**src/rtl/hsk_gpio_pkg.sv**
```systemverilog
package hsk_gpio_pkg;

   localparam int unsigned ADDR_W = 2;

   localparam logic [ADDR_W-1:0] ADR_DATA  = 2'd0;
   localparam logic [ADDR_W-1:0] ADR_DIR   = 2'd1;
   localparam logic [ADDR_W-1:0] ADR_ALIAS = 2'd2;

   typedef struct packed {
      logic hs_access;   // any access at the handshake data address
      logic out_wr;      // write into the output register
      logic dir_wr;      // write into the direction register
      logic port_rd;     // read selects the port value
      logic dir_rd;      // read selects the direction register
   } bus_dec_t;

   function automatic bus_dec_t decode(input logic sel, input logic wr,
                                       input logic [ADDR_W-1:0] adr);
      bus_dec_t d;
      d.hs_access = sel && (adr == ADR_DATA);
      d.out_wr    = sel && wr && ((adr == ADR_DATA) || (adr == ADR_ALIAS));
      d.dir_wr    = sel && wr && (adr == ADR_DIR);
      d.port_rd   = (adr == ADR_DATA) || (adr == ADR_ALIAS);
      d.dir_rd    = (adr == ADR_DIR);
      return d;
   endfunction

endpackage

```
**src/rtl/hsk_edge_detect.sv**
```systemverilog
module hsk_edge_detect #(
   parameter int unsigned STAGES = 2
) (
   input  logic clk,
   input  logic rst,
   input  logic line_in,
   input  logic rise_sel,
   output logic hit
);

   logic synced;
   logic prev_q;

   generate
      if (STAGES == 1) begin : g_single
         logic s_q;
         always_ff @(posedge clk) begin
            if (rst) s_q <= 1'b0;
            else     s_q <= line_in;
         end
         assign synced = s_q;
      end else begin : g_chain
         logic [STAGES-1:0] s_q;
         always_ff @(posedge clk) begin
            if (rst) s_q <= '0;
            else     s_q <= {s_q[STAGES-2:0], line_in};
         end
         assign synced = s_q[STAGES-1];
      end
   endgenerate

   always_ff @(posedge clk) begin
      if (rst) prev_q <= 1'b0;
      else     prev_q <= synced;
   end

   assign hit = rise_sel ? (synced & ~prev_q) : (~synced & prev_q);

endmodule

```
**src/rtl/hsk_port_regs.sv**
```systemverilog
module hsk_port_regs #(
   parameter int unsigned WIDTH = 12
) (
   input  logic             clk,
   input  logic             rst,
   input  logic             dir_wr,
   input  logic             out_wr,
   input  logic [WIDTH-1:0] wdata,
   output logic [WIDTH-1:0] dir_q,
   output logic [WIDTH-1:0] out_q
);

   always_ff @(posedge clk) begin
      if (rst) begin
         dir_q <= '0;
         out_q <= '0;
      end else begin
         if (dir_wr) dir_q <= wdata;
         if (out_wr) out_q <= wdata;
      end
   end

endmodule

```
**src/rtl/hsk_capture.sv**
```systemverilog
module hsk_capture #(
   parameter int unsigned WIDTH = 12
) (
   input  logic             clk,
   input  logic             rst,
   input  logic             hit,
   input  logic             cap_en,
   input  logic             clr,
   input  logic [WIDTH-1:0] pins,
   output logic [WIDTH-1:0] snap_q,
   output logic             flag_q
);

   always_ff @(posedge clk) begin
      if (rst) begin
         snap_q <= '0;
         flag_q <= 1'b0;
      end else begin
         if (hit && cap_en) snap_q <= pins;
         // a fresh edge takes priority over a clearing access
         if (hit)      flag_q <= 1'b1;
         else if (clr) flag_q <= 1'b0;
      end
   end

endmodule

```
**src/rtl/hsk_read_mux.sv**
```systemverilog
module hsk_read_mux #(
   parameter int unsigned WIDTH = 12
) (
   input  logic             port_rd,
   input  logic             dir_rd,
   input  logic             use_snap,
   input  logic [WIDTH-1:0] dir_q,
   input  logic [WIDTH-1:0] out_q,
   input  logic [WIDTH-1:0] snap_q,
   input  logic [WIDTH-1:0] pins,
   output logic [WIDTH-1:0] rdata
);

   logic [WIDTH-1:0] port_val;

   generate
      for (genvar i = 0; i < WIDTH; i++) begin : g_bit
         assign port_val[i] = dir_q[i] ? out_q[i]
                                       : (use_snap ? snap_q[i] : pins[i]);
      end
   endgenerate

   always_comb begin
      if (port_rd)     rdata = port_val;
      else if (dir_rd) rdata = dir_q;
      else             rdata = '0;
   end

endmodule

```
**src/rtl/hsk_gpio_port.sv**
```systemverilog
module hsk_gpio_port
   import hsk_gpio_pkg::*;
#(
   parameter int unsigned DATA_W      = 12,
   parameter int unsigned SYNC_STAGES = 2
) (
   input  logic              clk,
   input  logic              rst,
   input  logic              bus_sel,
   input  logic              bus_wr,
   input  logic [ADDR_W-1:0] bus_addr,
   input  logic [DATA_W-1:0] bus_wdata,
   output logic [DATA_W-1:0] bus_rdata,
   input  logic              latch_en,
   input  logic              edge_rising,
   input  logic              ctl_in,
   input  logic [DATA_W-1:0] pin_in,
   output logic [DATA_W-1:0] pin_out,
   output logic [DATA_W-1:0] pin_oe,
   output logic              edge_flag
);

   generate
      if (DATA_W < 1 || DATA_W > 64) begin : g_bad_width
         $error("hsk_gpio_port: DATA_W must be within 1..64");
      end
      if (SYNC_STAGES < 1 || SYNC_STAGES > 4) begin : g_bad_sync
         $error("hsk_gpio_port: SYNC_STAGES must be within 1..4");
      end
   endgenerate

   bus_dec_t          dec;
   logic              edge_hit;
   logic [DATA_W-1:0] dir_q;
   logic [DATA_W-1:0] out_q;
   logic [DATA_W-1:0] latch_val;

   assign dec = decode(bus_sel, bus_wr, bus_addr);

   hsk_edge_detect #(.STAGES(SYNC_STAGES)) u_edge (
      .clk      (clk),
      .rst      (rst),
      .line_in  (ctl_in),
      .rise_sel (edge_rising),
      .hit      (edge_hit)
   );

   hsk_port_regs #(.WIDTH(DATA_W)) u_regs (
      .clk    (clk),
      .rst    (rst),
      .dir_wr (dec.dir_wr),
      .out_wr (dec.out_wr),
      .wdata  (bus_wdata),
      .dir_q  (dir_q),
      .out_q  (out_q)
   );

   hsk_capture #(.WIDTH(DATA_W)) u_cap (
      .clk    (clk),
      .rst    (rst),
      .hit    (edge_hit),
      .cap_en (latch_en),
      .clr    (dec.hs_access),
      .pins   (pin_in),
      .snap_q (latch_val),
      .flag_q (edge_flag)
   );

   hsk_read_mux #(.WIDTH(DATA_W)) u_rmux (
      .port_rd  (dec.port_rd),
      .dir_rd   (dec.dir_rd),
      .use_snap (latch_en),
      .dir_q    (dir_q),
      .out_q    (out_q),
      .snap_q   (latch_val),
      .pins     (pin_in),
      .rdata    (bus_rdata)
   );

   assign pin_out = out_q;
   assign pin_oe  = dir_q;

endmodule

```
**config.mk**
```make
export PLATFORM = sky130hd
export DESIGN_NAME = hsk_gpio_port
export DESIGN_NICKNAME = d
export VERILOG_FILES = /design/src/rtl/hsk_gpio_pkg.sv /design/src/rtl/hsk_edge_detect.sv /design/src/rtl/hsk_port_regs.sv /design/src/rtl/hsk_capture.sv /design/src/rtl/hsk_read_mux.sv /design/src/rtl/hsk_gpio_port.sv
export SDC_FILE = /design/constraint.sdc
export NUM_CORES = 1
export LEC_CHECK = 0
export CAP_MARGIN = 15
export CORE_UTILIZATION = 44
export CTS_BUF_LIST = sky130_fd_sc_hd__clkbuf_4 sky130_fd_sc_hd__clkbuf_8 sky130_fd_sc_hd__clkbuf_16
export CTS_CLUSTER_DIAMETER = 40
export DETAILED_ROUTE_END_ITERATION = 10
export GPL_TIMING_DRIVEN = 0
export PLACE_DENSITY = 0.79
export SLEW_MARGIN = 10
export SYNTH_ARGS = -nofsm -noshare
export SYNTH_HDL_FRONTEND = slang
export SYNTH_SLANG_ARGS = --single-unit
```
**constraint.sdc**
```tcl
create_clock -name clk -period 1.51 [get_ports clk]
set_input_delay 0.151 -clock clk [delete_from_list [all_inputs] [get_ports clk]]
set_output_delay 0.151 -clock clk [all_outputs]
set_load 0.02 [all_outputs]
```
==> summary.txt <==
Pwr
  – Leakage: between 1 and 1.5 nW
  – Clock group share of total power: 30.0%
  – Psw: between 0.0005 and 0.0006 W
  – Pwr dens: 749 mW/mm^2
  – Net Sw Frac: 26.1%
  – Gate power share: 19.8%
  – Sequential power share: 50.2%
  – Int Pwr: 0.00163 W
  – Max VDD drop: approximately 0.63 mV
  – Total power: between 0.002 and 0.0025 W

STA
  – Setup Viol. Count Final: 0
  – Final TNS setup: 0 ns
  – Min Clock Period, post-route: 1.46 ns
  – Final hold vios: 0
  – Measured slew at the worst slew-check pin: 0.500 ns
  – Slew HR: 66.6%
  – Unrepaired setup endpoints after global routing: false
  – Clk_skew: ~0.0029 ns
  – Final period utilization: 96.5%
  – Max Clk Rate: a little under 700 MHz
  – Max-slew violations: 0

Routing
  – Metal-1 WL: 2340 microns
  – Via-to-Cell Ratio: just over 5
  – Drt drc: 0
  – TritonRoute pass-1 iters: 4
  – Post-DRT Antenna Nets: 0
  – Via Count: 1765
  – Final WL: 5220 microns
  – Met2 wire len: 2500 microns
  – Initial DRC Count: 64
  – Detailed-route wire length per cell: roughly 15 microns
  – Met3 WL: 301 microns
  – Top routing layer used: met4

GRT
  – Vias in the first global route: 1664
  – First-pass GRT wire length: 8100 microns
  – GR Overflow Total: 0
  – Antenna violations before repair: 0
  – Largest net degree at the start of global routing: 13
  – Total GRT Usage: 24.2%

Setup path
  – WP data arrival: 1.31 ns
  – Flop-to-flop setup slack: ~0.30 ns
  – Cell Chain, Critical Path: clkdlybuf4s50_1
  – Critical path class: register to primary output
  – Worst path max stage delay: between 0.6 and 0.7 ns
  – Worst-path fanout max: 4
  – Startpoint type of the worst setup path: register
  – CP max stage cell: clkdlybuf4s50_1
  – CP delay by family, top: buffers and inverters
  – CP Capture Type: primary output
  – Required time of the critical path: 1.36 ns
  – Crit path buffers/inverters: 1

Clocking
  – Clk Latency, worst-skew pair: between 0.2 and 0.3 ns
  – Num CTS Buffers: 5
  – CTS Root Cell: clkbuf_8
  – TritonCTS clock tree: yes
  – Clock Tree Buf Depth: 2
  – Clk sink count: 40
  – Htree depth: 2
  – Worst-path clk slew: 0.07 ns

Place
  – Dpl cells: around 330
  – DP Area: 0.00268 sq mm
  – Gp weighted congestion: 0.778
  – Detail Placement HPWL: 3680 microns
  – Count of input and output buffers: 68

Layout
  – Most common cell after layout, fill and taps aside: clkdlybuf4s50_1
  – Layout area overhead: 51.6%
  – Most frequent cells in the layout: clkdlybuf4s50_1 (47), dfxtp_1 (40), mux2i_1 (36)
  – Layout Nets: 326
  – Util after Layout: 71.4%
  – Proportion of layout cells with a drive suffix above 1: 16.7%
  – # diodes: 0
  – Final Cell Area: 0.00294 sq mm
  – Final std cells w/o fill: approximately 340

Floorplanning
  – Site Rows: 23
  – Initial Utilization: 47.1%
  – Width of the die: 68.4 microns
  – Die footprint: 0.00467 sq mm
  – Ports: 70
  – DIE HEIGHT: between 60 and 70 microns
  – CORE AREA: 0.00412 sq mm

Logic synthesis
  – Synth Warn #: 0
  – Post-synthesis cell type count: 22
  – Syn Nets: 247
  – Synth area leaders: dfxtp_1 (41%), mux2i_1 (19%), nand2b_1 (7.7%)
  – Synth Instances: 214
  – Yosys top cell area share: between 40% and 50%
  – Sequential share of the synthesized area: between 40% and 50%
  – Seq cells post-synth: 40
  – Synth Cell Area: 0.00194 sq mm
  – Mean Syn Cell Area: 9.06 sq um
  – Biggest area consumer among synthesized cells: dfxtp_1

Hold path
  – Hold WC Path Type: input port to register

Flow run
  – MaxCap Viol Count: 0

Run status
  – Status: completed
path summary, 6_finish.rpt:
check	from	to	cells past startpoint
worst max-delay path	u_regs.dir_q[5]$_SDFFE_PP0P_	pin_oe[5]	1
worst min-delay path	latch_en	u_cap.snap_q[0]$_SDFFE_PP0P_	3
worst max register to register	u_edge.prev_q$_SDFF_PP0_	u_cap.snap_q[11]$_SDFFE_PP0P_	4
worst min register to register	u_edge.g_chain.s_q[0]$_SDFF_PP0_	u_edge.g_chain.s_q[1]$_SDFF_PP0_	1
final cells by class:
cell class,count,area (sq um)
Tap cell,50,62.6
Clock buffer,5,68.8
Timing Repair Buffer,72,699
Clock inverter,2,12.5
Inverter,1,3.75
Fill cell,330,1180
Sequential cell,40,801
Buffer,15,129
Multi-Input combinational cell,158,1160
state kept, by name (all words and copies together), names as in the netlist:
| register | count |
|---|---|
| u_edge.prev_q | 1 |
| u_edge.g_chain.s_q | 2 |
| u_regs.dir_q | 12 |
| u_cap.snap_q | 12 |
| u_regs.out_q | 12 |
| u_cap.flag_q | 1 |
timing repair:
item,in CTS,in global routing
pin swaps,4,0
setup buffers,3,0
setup endpoints to repair,12,7
gates cloned,1,0
endpoints found under the hold margin,0,0
hold buffers,0,0
gates resized for setup,99,10
power groups by stage:
stage | combinational (W) | clock [W] | sequential (W)
finish | 0.000435 | 0.000660 | 0.00110
global route | 0.000463 | 0.000727 | 0.00111
CTS | 0.000429 | 0.000678 | 0.00110
detailed placement | 0.000392 | 0 | 0.00113
global placement | 0.000389 | 0 | 0.00113
floorplan | 0.000168 | 0 | 0.00115
cells in the mapped netlist:
library cell,count
o21ai_0,3
nand3b_1,1
nand3b_4,1
buf_2,6
a31oi_1,1
nor2b_1,16
buf_1,1
nand2b_1,24
a31o_4,1
mux2i_1,36
a21oi_1,12
nand4b_1,1
and4b_1,2
buf_6,2
nand2_1,25
clkbuf_1,5
buf_4,1
o21ai_1,9
inv_1,1
nor2_1,13
o31ai_1,13
dfxtp_1,40
cells by family (layout without fill, tap and decap cells):
kind of cell           after synthesis  after routing  synth area share, %
and+or+nand+nor                     83             83                 23.2
DFF                                 40             40                 41.3
AOI/OAI and AO/OA                   39             39                 12.5
muxes                               36             36                 18.6
buffers and inverters               16             95                 4.45
stage by stage:
step	hold slack, ns	setup slack, ns
global route	0.243	0.00291
floorplan	0.279	0.140
finish	0.241	0.0521
global placement	0.416	-0.792
CTS	0.237	0.0170
detailed placement	0.435	-0.825
per-layer routing:
metal	track usage, %	vias to the layer above
met4	7.03	0
met5	0	-
met2	40.2	51
li1	-	892
met3	6.00	8
met1	30.7	814
Power figures use the tool's default switching activity.
